$ cat config.mk
export PLATFORM = sky130hd
export DESIGN_NAME = hexdisp_digit
export DESIGN_NICKNAME = d
export VERILOG_FILES = /design/src/rtl/hexdisp_pkg.sv /design/src/rtl/hexdisp_hold.sv /design/src/rtl/hexdisp_blank.sv /design/src/rtl/hexdisp_digit.sv
export SDC_FILE = /design/constraint.sdc
export NUM_CORES = 1
export LEC_CHECK = 0
export CORE_AREA = 2 2 39 41
export DETAILED_ROUTE_END_ITERATION = 7
export DIE_AREA = 0 0 41 43
export PLACE_DENSITY = 0.63
export SLEW_MARGIN = 20
export SYNTH_ARGS = -nofsm -noshare
export SYNTH_HDL_FRONTEND = slang
export SYNTH_HIERARCHICAL = 1
export SYNTH_SLANG_ARGS = --single-unit
$ cat constraint.sdc
create_clock -name clk -period 3.01 [get_ports clk]
set_clock_uncertainty 0.2 [all_clocks]
set_input_delay 0.903 -clock clk [delete_from_list [all_inputs] [get_ports clk]]
set_output_delay 0.903 -clock clk [all_outputs]
set_load 0.05 [all_outputs]
$ cat src/rtl/hexdisp_pkg.sv
package hexdisp_pkg;
  localparam int VAL_W = 4;
  localparam int SEG_W = 7;
  typedef logic [VAL_W-1:0] val_t;
  typedef logic [SEG_W-1:0] seg_t;

  // segment pattern, bit 0 = a ... bit 6 = g
  function automatic seg_t hex_glyph(input val_t v);
    seg_t s;
    case (v)
      4'h0: s = 7'b0111111;
      4'h1: s = 7'b0000110;
      4'h2: s = 7'b1011011;
      4'h3: s = 7'b1001111;
      4'h4: s = 7'b1100110;
      4'h5: s = 7'b1101101;
      4'h6: s = 7'b1111101;
      4'h7: s = 7'b0000111;
      4'h8: s = 7'b1111111;
      4'h9: s = 7'b1101111;
      4'hA: s = 7'b1110111;
      4'hB: s = 7'b1111100;
      4'hC: s = 7'b0111001;
      4'hD: s = 7'b1011110;
      4'hE: s = 7'b1111001;
      default: s = 7'b1110001;
    endcase
    return s;
  endfunction

  function automatic logic zero_dark(input val_t v, input logic zin_n, input logic force_n);
    return (!zin_n && (v == '0)) || !force_n;
  endfunction
endpackage

$ cat src/rtl/hexdisp_hold.sv
module hexdisp_hold
  import hexdisp_pkg::*;
(
  input  logic clk,
  input  logic rst_n,
  input  logic track_n,
  input  val_t din,
  output val_t held
);
  always_ff @(posedge clk) begin
    if (!rst_n)        held <= '0;
    else if (!track_n) held <= din;
  end

  AST_LOAD_TRACKS: assert property (@(posedge clk) disable iff (!rst_n)
    !track_n |=> held == $past(din));
  AST_HOLD_STABLE: assert property (@(posedge clk) disable iff (!rst_n)
    track_n |=> $stable(held));
endmodule

$ cat src/rtl/hexdisp_blank.sv
module hexdisp_blank
  import hexdisp_pkg::*;
(
  input  logic clk,
  input  logic rst_n,
  input  val_t held,
  input  logic zin_n,
  input  logic force_n,
  output logic dark
);
  logic is_zero;
  assign is_zero = (held == '0);
  assign dark    = zero_dark(held, zin_n, force_n);

  AST_NONZERO_LIT: assert property (@(posedge clk) disable iff (!rst_n)
    (!is_zero && force_n) |-> !dark);
  AST_ZERO_OPEN_LIT: assert property (@(posedge clk) disable iff (!rst_n)
    (is_zero && zin_n && force_n) |-> !dark);
endmodule

$ cat src/rtl/hexdisp_digit.sv
module hexdisp_digit
  import hexdisp_pkg::*;
(
  input  logic       clk,
  input  logic       rst_n,
  input  logic       track_n,
  input  logic [3:0] din,
  input  logic       zin_n,
  input  logic       force_n,
  output logic [6:0] seg,
  output logic       zout_n
);
  val_t held;
  logic dark;
  seg_t glyph;

  hexdisp_hold u_hold (
    .clk(clk), .rst_n(rst_n), .track_n(track_n), .din(din), .held(held)
  );

  hexdisp_blank u_blank (
    .clk(clk), .rst_n(rst_n), .held(held), .zin_n(zin_n),
    .force_n(force_n), .dark(dark)
  );

  assign glyph  = hex_glyph(held);
  assign seg    = dark ? '0 : glyph;
  assign zout_n = !dark;

  AST_FORCE_DARK: assert property (@(posedge clk) disable iff (!rst_n)
    !force_n |-> (seg == '0) && !zout_n);
  AST_RIPPLE_ZERO: assert property (@(posedge clk) disable iff (!rst_n)
    (!zin_n && held == '0) |-> (seg == '0) && !zout_n);
  AST_LIT_NONEMPTY: assert property (@(posedge clk) disable iff (!rst_n)
    zout_n |-> (seg != '0));
endmodule

-- Yosys cells after proc, flatten, opt, wreduce, memory -nomap -nowiden
Memories as Yosys holds them, arrays and structs flattened. A register that Yosys moved wholly into a read port is not among the register bits.
Cells that the tools add are included.
- reduce and logical (&&, ||, !) cells: 6
- mux-type cells: 3
- operators by type and width (operator ; number):
    2-to-1 mux 4 bit ; 2
    2-to-1 mux 7 bit ; 1
    logical NOT 4 bit ; 1
    logical NOT 1 bit ; 3
    logical AND 1 bit ; 1
    logical OR 1 bit ; 1
- bits in read-only memories: 112
- word-level logic and storage cells: 11
- bits in registers: 4
- memories: 1
- output and inout port bits: 8
- memory list (memory ; words ; width ; read ports ; clocked after memory_dff ; wr ports ; line ; RTL):
    (name not given) ; 16 ; 7 ; 1 ; 1 ; 0 ; hexdisp_pkg.sv:10 ; case (v)

-- Logic depth before layout (Yosys ltp)
Gate-level depths: netlist (run 1).
- depth after elaboration: 4
- gate-level depth with buffers: 5

-- Hierarchy
Netlist (run 1), hierarchy kept.
- by module, submodules not included (module ; area an instance (um2) ; instances ; cells each ; seq. area each (um2)):
    hexdisp_digit ; 272.8 ; 1 ; 35 ; 0.0
    hexdisp_hold ; 156.4 ; 1 ; 13 ; 80.1
    hexdisp_blank ; 12.5 ; 1 ; 2 ; 0.0

-- Worst setup path before layout (run 1)
OpenSTA, ideal clock, no wires.
- path kind: input to output
- start: in zin_n
- end: out seg[4]
- cell stages on the path: 3
- data required time: 1.907 ns
- path buffers: 0
- arrival: 2.401 ns
- slack: -0.494 ns
- cell sequence: or4_1 -> o21ai_1 -> a311oi_1
- word-level cells in the longest chain between the ends: 4
- ends and longest elaborated chain (what ; line ; RTL):
    from (decl) ; hexdisp_digit.sv:8 ; input logic zin_n,
    logical NOT 1 bit ; hexdisp_pkg.sv:32 ; return (!zin_n && (v == '0)) || !force_n;
    logical AND 1 bit ; hexdisp_pkg.sv:32 ;
    logical OR 1 bit ; hexdisp_pkg.sv:32 ;
    via dark ; hexdisp_digit.sv:14 ; logic dark;
    2-to-1 mux 7 bit ; hexdisp_digit.sv:27 ; assign seg = dark ? '0 : glyph;
    to (decl) ; hexdisp_digit.sv:10 ; output logic [6:0] seg,
The timed path passes the listed nets, and every way through them passes these cells.

-- Worst setup path after layout (run 1)
Same ends and word-level chain as after synthesis.

==> results of run 1 <==
worst min-delay path, delay by kind of cell (launching register included):
kind          cells  cell delay (ns)
simple gates      1             0.06
flops             1             0.35
mux               1             0.14
logic make-up after synthesis:
family,count (synthesis)
AND/OR/NAND/NOR,16
buffers and inverters,8
multiplexers,9
flip-flops,4
AO/OA/AOI/OAI,7
adder cells (fa/ha/maj),6
metal layers:
| metal | share of wire | vias to the layer above | wire [µm] | track usage |
|---|---|---|---|---|
| li1 | - | 218 | - | - |
| met1 | 0.39 | 191 | 406 | 0.166 |
| met2 | 0.58 | 10 | 602 | 0.250 |
| met3 | 0.031 | 0 | 32 | 0.0157 |
| met4 | 0 | 0 | 0 | 0.100 |
| met5 | 0 | - | 0 | 0 |
power breakdown:
group / switching (mW) / leakage (nW) / internal [mW]
Clock: 0.0236 / 0.0138 / 0.0447
Combinational: 0.0812 / 0.282 / 0.0616
Sequential: 0.00287 / 0.0334 / 0.0567
what timing repair did:
item | in CTS | in global routing
endpoints found under the setup margin | 8 | 8
pin swaps | 5 | 4
hold buffers | 0 | 0
endpoints found under the hold margin | 0 | 0
resized for setup | 12 | 2
how the worst max path moves through the flow:
stage                     startpoint     end  slack [ns]  cells past startpoint
after floorplan                zin_n  seg[1]       -0.04                      5
after global placement         zin_n  seg[4]       -0.43                      6
after detailed placement       zin_n  seg[4]       -0.44                      6
after CTS                      zin_n  seg[4]       -0.16                      6
after global routing           zin_n  seg[4]       -0.12                      6
final                          zin_n  seg[4]       -0.09                      6
cell usage in the layout, fill, tap and decap left out, types with 2 or more instances in the layout:
cell type / synthesis / layout
ha_1: 6 / 6
mux2i_1: 7 / 7
clkbuf_4: 0 / 3
clkdlybuf4s50_1: 0 / 6
buf_6: 2 / 9
a221oi_2: 0 / 2
nor2b_1: 4 / 4
dfxtp_1: 4 / 3
inv_1: 5 / 4
buf_4: 0 / 3
nor2_1: 6 / 5
per-stage QoR:
stage               utilization  std cells  setup slack, ns  area [µm²]
global route              0.536         86           -0.123         742
detailed placement        0.495         83           -0.438         684
floorplan                     -         50          -0.0416         509
CTS                       0.533         86           -0.158         738
finish                    0.536         86          -0.0892         742
global placement          0.495         83           -0.427         684
layout make-up:
class,count,area (µm²),area share
clock buffer,3,22.5,0.0304
inverter,5,21.3,0.0287
multi-input combinational,38,380,0.513
sequential,4,81.3,0.110
tap,16,20.0,0.0270
timing repair buffer,20,216,0.292
==> summary.md, run 1 <==
| Metric | Value |
|---|---|
| Status | finished with violations |
| Failing checks | setup timing |
| Maximum vdd drop | 0.000219 V |
| Clk sink count | 4 |
| Residual DRC count | 0 |
| Root Buffer | clkbuf_4 |
| Worst R2R Setup Slack | 1.99 ns |
| Largest family of logic cells by synthesized area | multiplexers |
| Vias in the first global route | a little over 400 |
| Routed WL | 1.04 mm |
| Mapped Area | 442 µm² |
| Final setup violation count | 7 |
| Area added between synthesis and finish | 68.0% |
| GRT Overall Usage | 0.150 |
| EDFF count, synth | 0 |
| Hold Startpoint | u_hold/held[0] |
| PwrDens | approximately 360 mW/mm² |
| Final TNS setup | -0.462 ns |
| Seq cells post-synth | 4 |
| FP Rows | 14 |
| Top reg by flops | u_hold/held |
| Core ar. | ~0.0014 mm² |
| Area share of fa/ha/maj cells after synthesis | 0.170 |
| Total grt overflow | 0 |
| CP Capture Type | output port |
| Worst-path clk slew | 0.04 ns |
| Critical path buffer and inverter count | 3 |
| N_diodes | 0 |
| Port buffer count | 16 |
| Fin crit period | 3.10 ns |
| DIE HEIGHT | 43 µm |
| Worst EP required | 1.91 ns |
| CP Launch Type | input port |
| Worst-Skew Late Latency | 0.24 ns |
| Syn. warnings | 6 |
| Layout Nets | 87 |
| Top cells by count, synth | mux2i_1, ha_1, nor2_1 |
| Dominant cells by area after synthesis | dfxtp_1, ha_1, mux2i_1, mux4_1, nor2b_1 |
| Max Buffers Root-to-Sink | 2 |
| Largest net degree at the start of global routing | 14 |
| Slew Viols, Final | 0 |
| Hold Path Sink | u_hold/held[0] |
| H-tree levels | 1 |
| Post-synthesis mux area share | 0.244 |
| DIE AREA | 0.00176 mm² |
| I/O pin count | 17 |
| Hold Crit Depth | 2 |
| First-pass GRT wire length | 1.75 mm |
| Async set-reset flop share out of synthesis | 0 |
| Setup Crit Path Kind | in2out |
| CTS Buf Count | 3 |
| Top flop regs | u_hold/held: 4 flops |
| Hold Fails Final Rpt | 0 |
| Post-route clock period utilization | 1.03 |
| TritonCTS clock tree | done |
| Reg2reg end | u_hold/held[3] |
| R2R depth | 3 |
| Postcts setup bufs | 0 |
| Initial Util | 0.319 |
| Syn avg cell area | approximately 8.8 µm² |
| Launch point of the worst reg-to-reg path | u_hold/held[3] |
| Initial antenna violation count | 0 |
| Vias after detailed routing | 419 |
| Predominant post-synthesis flop cell | dfxtp_1 |
| Largest register FFs | 4 |
| Critical Path Most Common Cell | buf_6 |
| Cell taking the most area after synthesis | dfxtp_1 |
| Seq/Total Area, Yosys | 0.181 |
| Power Total | 0.271 mW |
| Synth Instances | 50 |
| Leak Pwr | 0.329 nW |
| Vias per cell | roughly 4.9 |
| Synthesized net count | 65 |
| Routability congestion estimate | 0.639 |
| Ratio of cells with drive above 1 in the final layout | 0.414 |
| MaxCap Viol Count | 0 |
| DP Wirelength | 849 µm |
| XOR/XNOR Fraction of Synth Area | 0 |
| RSZ-0062 raised after global routing | yes |
| Top-area cell type share of the netlist area | 0.181 |
| Worst Tran Pin Value | around 0.27 ns |
| Max_slew headroom | 0.812 |
| Worst Hold Class | reg2reg |
| WP data arrival | 2.00 ns |
| Hold Slack | 0.386 ns |
| Synth Area in Compound Gates | 0.116 |
| Worst-path maximum fanout | 6 |
| Slowest Stage Delay on Critical Path | 0.42 ns |
| Crit-path slowest cell | or4_4 |
| Most frequent cell after synthesis | mux2i_1 |
| CP top delay family | simple AND/OR/NAND/NOR gates |
| Final WS setup | -0.0892 ns |
| FMAX | ~320 MHz |
| Die W | 41 µm |
| Count of antenna-violating nets left after detailed routing | 0 |
| Post-synthesis simple-gate area fraction | 0.184 |
| Initial drt markers | 3 |
| Fillers | 131 |
| DR pass1 iterations | 3 |
| Cell variety after synth | 20 |
| Cell breakdown of the critical path | buf_6 > or4_4 > o21ai_4 > buf_12 > a311oi_2 > buf_6 |
| Average routed wire per standard cell | 12.1 µm |
Power figures use the tool's default switching activity.
==> run 2, diff against run 1 <==
CTS_CLUSTER_DIAMETER = 50   (was default)
==> results of run 2 <==
No change in the layout: final DEF, timing and power equal those of run 1.
==> run 3, diff against run 2 <==
GPL_TIMING_DRIVEN = 0   (was default)
==> run 3 against run 2 <==
Effect of this change: the run still ends with setup timing left; die area unchanged; sequential share of layout area rose by 0.093 points; power fell by 0.98%; wire length fell by 2.8%; first-iteration DRC count increased by 130%; via count grew 2.6%; sequential power is 4.5% higher; worst setup slack lost 0.024 ns; cell area shrank 0.84%; hold slack lost 0.012 ns; global-route usage fell by 0.64 points; critical path type unchanged.
==> summary.md, run 3 (synthesis results as in run 1) <==
| Metric | Value |
|---|---|
| Worst Hold Class | reg2reg |
| Port buffer count | 15 (-1) |
| Clk sink count | 4 (unchanged) |
| Placed insts | 81 (-2.4%) |
| Cell breakdown of the critical path | buf_6 > or4_4 > o21ai_4 > buf_6 > a211oi_2 > buf_6 |
| DP Wirelength | 756 µm (-11%) |
| Layout Nets | 87 (unchanged) |
| Total grt overflow | 0 (unchanged) |
| I/O pin count | 17 (unchanged) |
| Top reg by flops | u_hold/held |
| Area added between synthesis and finish | 66.6% |
| Core ar. | 0.00138 mm² (unchanged) |
| Worst EP required | 1.91 ns (about the same) |
| Final WS setup | -0.113 ns (-0.0236 ns) |
| Post-route clock period utilization | 1.04 (+0.00784) |
| Top flop regs | u_hold/held: 4 flops |
| Largest net degree at the start of global routing | 11 (-3) |
| Worst-path maximum fanout | 4 (-2) |
| Max Buffers Root-to-Sink | 2 (unchanged) |
| RSZ-0062 raised after global routing | yes |
| H-tree levels | 1 (unchanged) |
| Ratio of cells with drive above 1 in the final layout | 0.429 (+0.0143) |
| Slew Viols, Final | 0 (unchanged) |
| Worst-Skew Late Latency | 0.23 ns (about the same) |
| Max_slew headroom | 0.817 (+0.00485) |
| CP Launch Type | input port |
| WP data arrival | 2.02 ns (+0.02 ns) |
| TritonCTS clock tree | done |
| DIE AREA | 0.00176 mm² (unchanged) |
| FMAX | 320 MHz (-0.76%) |
| Fin crit period | 3.12 ns (+0.0236 ns) |
| Die W | 41 µm (unchanged) |
| Critical Path Most Common Cell | buf_6 |
| DR pass1 iterations | 4 (+1) |
| Root Buffer | clkbuf_4 |
| Worst Tran Pin Value | 0.266 ns (-0.00708 ns) |
| Maximum vdd drop | 0.000248 V (+13%) |
| Average routed wire per standard cell | 11.8 µm (-2.8%) |
| PwrDens | 364 mW/mm² (-0.14%) |
| DIE HEIGHT | 43 µm (unchanged) |
| CP top delay family | simple AND/OR/NAND/NOR gates |
| Largest register FFs | 4 (unchanged) |
| Vias in the first global route | 419 (+1.7%) |
| MaxCap Viol Count | 0 (unchanged) |
| Vias per cell | 5.00 (+2.6%) |
| CTS Buf Count | 3 (unchanged) |
| Commonest non-fill, non-tap cell in the layout | buf_6 |
| CP Capture Type | output port |
| Routed WL | 1.01 mm (-2.8%) |
| Slowest Stage Delay on Critical Path | 0.43 ns (about the same) |
| Worst-path clk slew | 0.04 ns (about the same) |
| Failing checks | setup timing |
| Setup Crit Path Kind | in2out |
| N_diodes | 0 (unchanged) |
| Status | finished with violations |
| Routability congestion estimate | 0.680 (+6.4%) |
| Fillers | 133 (+1.5%) |
| Worst R2R Setup Slack | 2.07 ns (+0.08 ns) |
| Final setup violation count | 7 (unchanged) |
| GRT Overall Usage | 0.144 (-0.00644) |
| Initial drt markers | 7 (+4) |
| FP Rows | 14 (unchanged) |
| Initial Util | 0.319 (unchanged) |
| Final TNS setup | -0.667 ns (-0.205 ns) |
| Critical path buffer and inverter count | 3 (unchanged) |
| Initial antenna violation count | 0 (unchanged) |
| Leak Pwr | 0.322 nW (-2.3%) |
| Hold Buf Count CTS | 0 (unchanged) |
| Residual DRC count | 0 (unchanged) |
| Crit-path slowest cell | or4_4 |
| Place WS | -1.08 ns (-0.646 ns) |
| Count of antenna-violating nets left after detailed routing | 0 (unchanged) |
| Hold Fails Final Rpt | 0 (unchanged) |
| Vias after detailed routing | 430 (+2.6%) |
| Post-Layout Cell Count | 86 (unchanged) |
| First-pass GRT wire length | 1.69 mm (-3.2%) |
| Most frequent cells in the layout | buf_6, mux2i_1, ha_1, nor2_1, clkdlybuf4s50_1 |
run 3: cell types whose count changed in the layout (fill, tap and decap cells not counted), sizes merged:
cell,previous run,this run
buf,13,14
clkdlybuf4s50,6,5
dlygate4sd2,0,1
dlymetal6s2s,1,0
run 3: final timing paths:
kind | start | to | depth (start not counted)
setup / recovery | zin_n | seg[0] | 6
setup reg to reg | u_hold/held[0] | u_hold/held[0] | 2
hold / removal | u_hold/held[2] | u_hold/held[2] | 2
hold reg to reg | u_hold/held[2] | u_hold/held[2] | 2
run 3: metal layers:
metal,wire length [µm],GRT usage,up-vias
met5,0,0,-
li1,-,-,216
met2,568,0.225,12
met1,399,0.172,202
met3,43,0.0157,0
met4,0,0.100,0
run 3: layout make-up:
| cell class | count | area, µm² | share of cell area |
|---|---|---|---|
| multi-input combinational | 38 | 380 | 0.517 |
| timing repair buffer | 17 | 183 | 0.248 |
| sequential | 4 | 81.3 | 0.111 |
| buffer | 3 | 27.5 | 0.0374 |
| clock buffer | 3 | 22.5 | 0.0306 |
| inverter | 5 | 21.3 | 0.0289 |
| tap | 16 | 20.0 | 0.0272 |
run 3: power by group:
group,internal (mW),switching (mW),total [mW]
registers,0.0567,0.00549,0.0622
clock network,0.0446,0.0221,0.0667
logic,0.0603,0.0789,0.139
total,0.162,0.106,0.268
run 3: tightest hold or removal path, stage by stage (launching register included):
cell     delay, ns
dfxtp_1       0.31
mux2i_1       0.15
nor2b_1       0.06
run 3: stage by stage:
step / hold slack (ns) / cell area [µm²] / power, mW / util
2_1_floorplan: 0.305 / 509 / 0.155 / -
3_3_place_gp: 0.338 / 679 / 0.192 / 0.491
3_5_place_dp: 0.356 / 679 / 0.193 / 0.491
4_1_cts: 0.360 / 734 / 0.272 / 0.531
5_1_grt: 0.406 / 736 / 0.282 / 0.532
6_report: 0.374 / 736 / 0.268 / 0.532
run 3: what timing repair did:
item,4_1_cts,5_1_grt
setup buffers,2,0
endpoints found under the setup margin,8,8
resized for setup,64,1
pin swaps,5,3
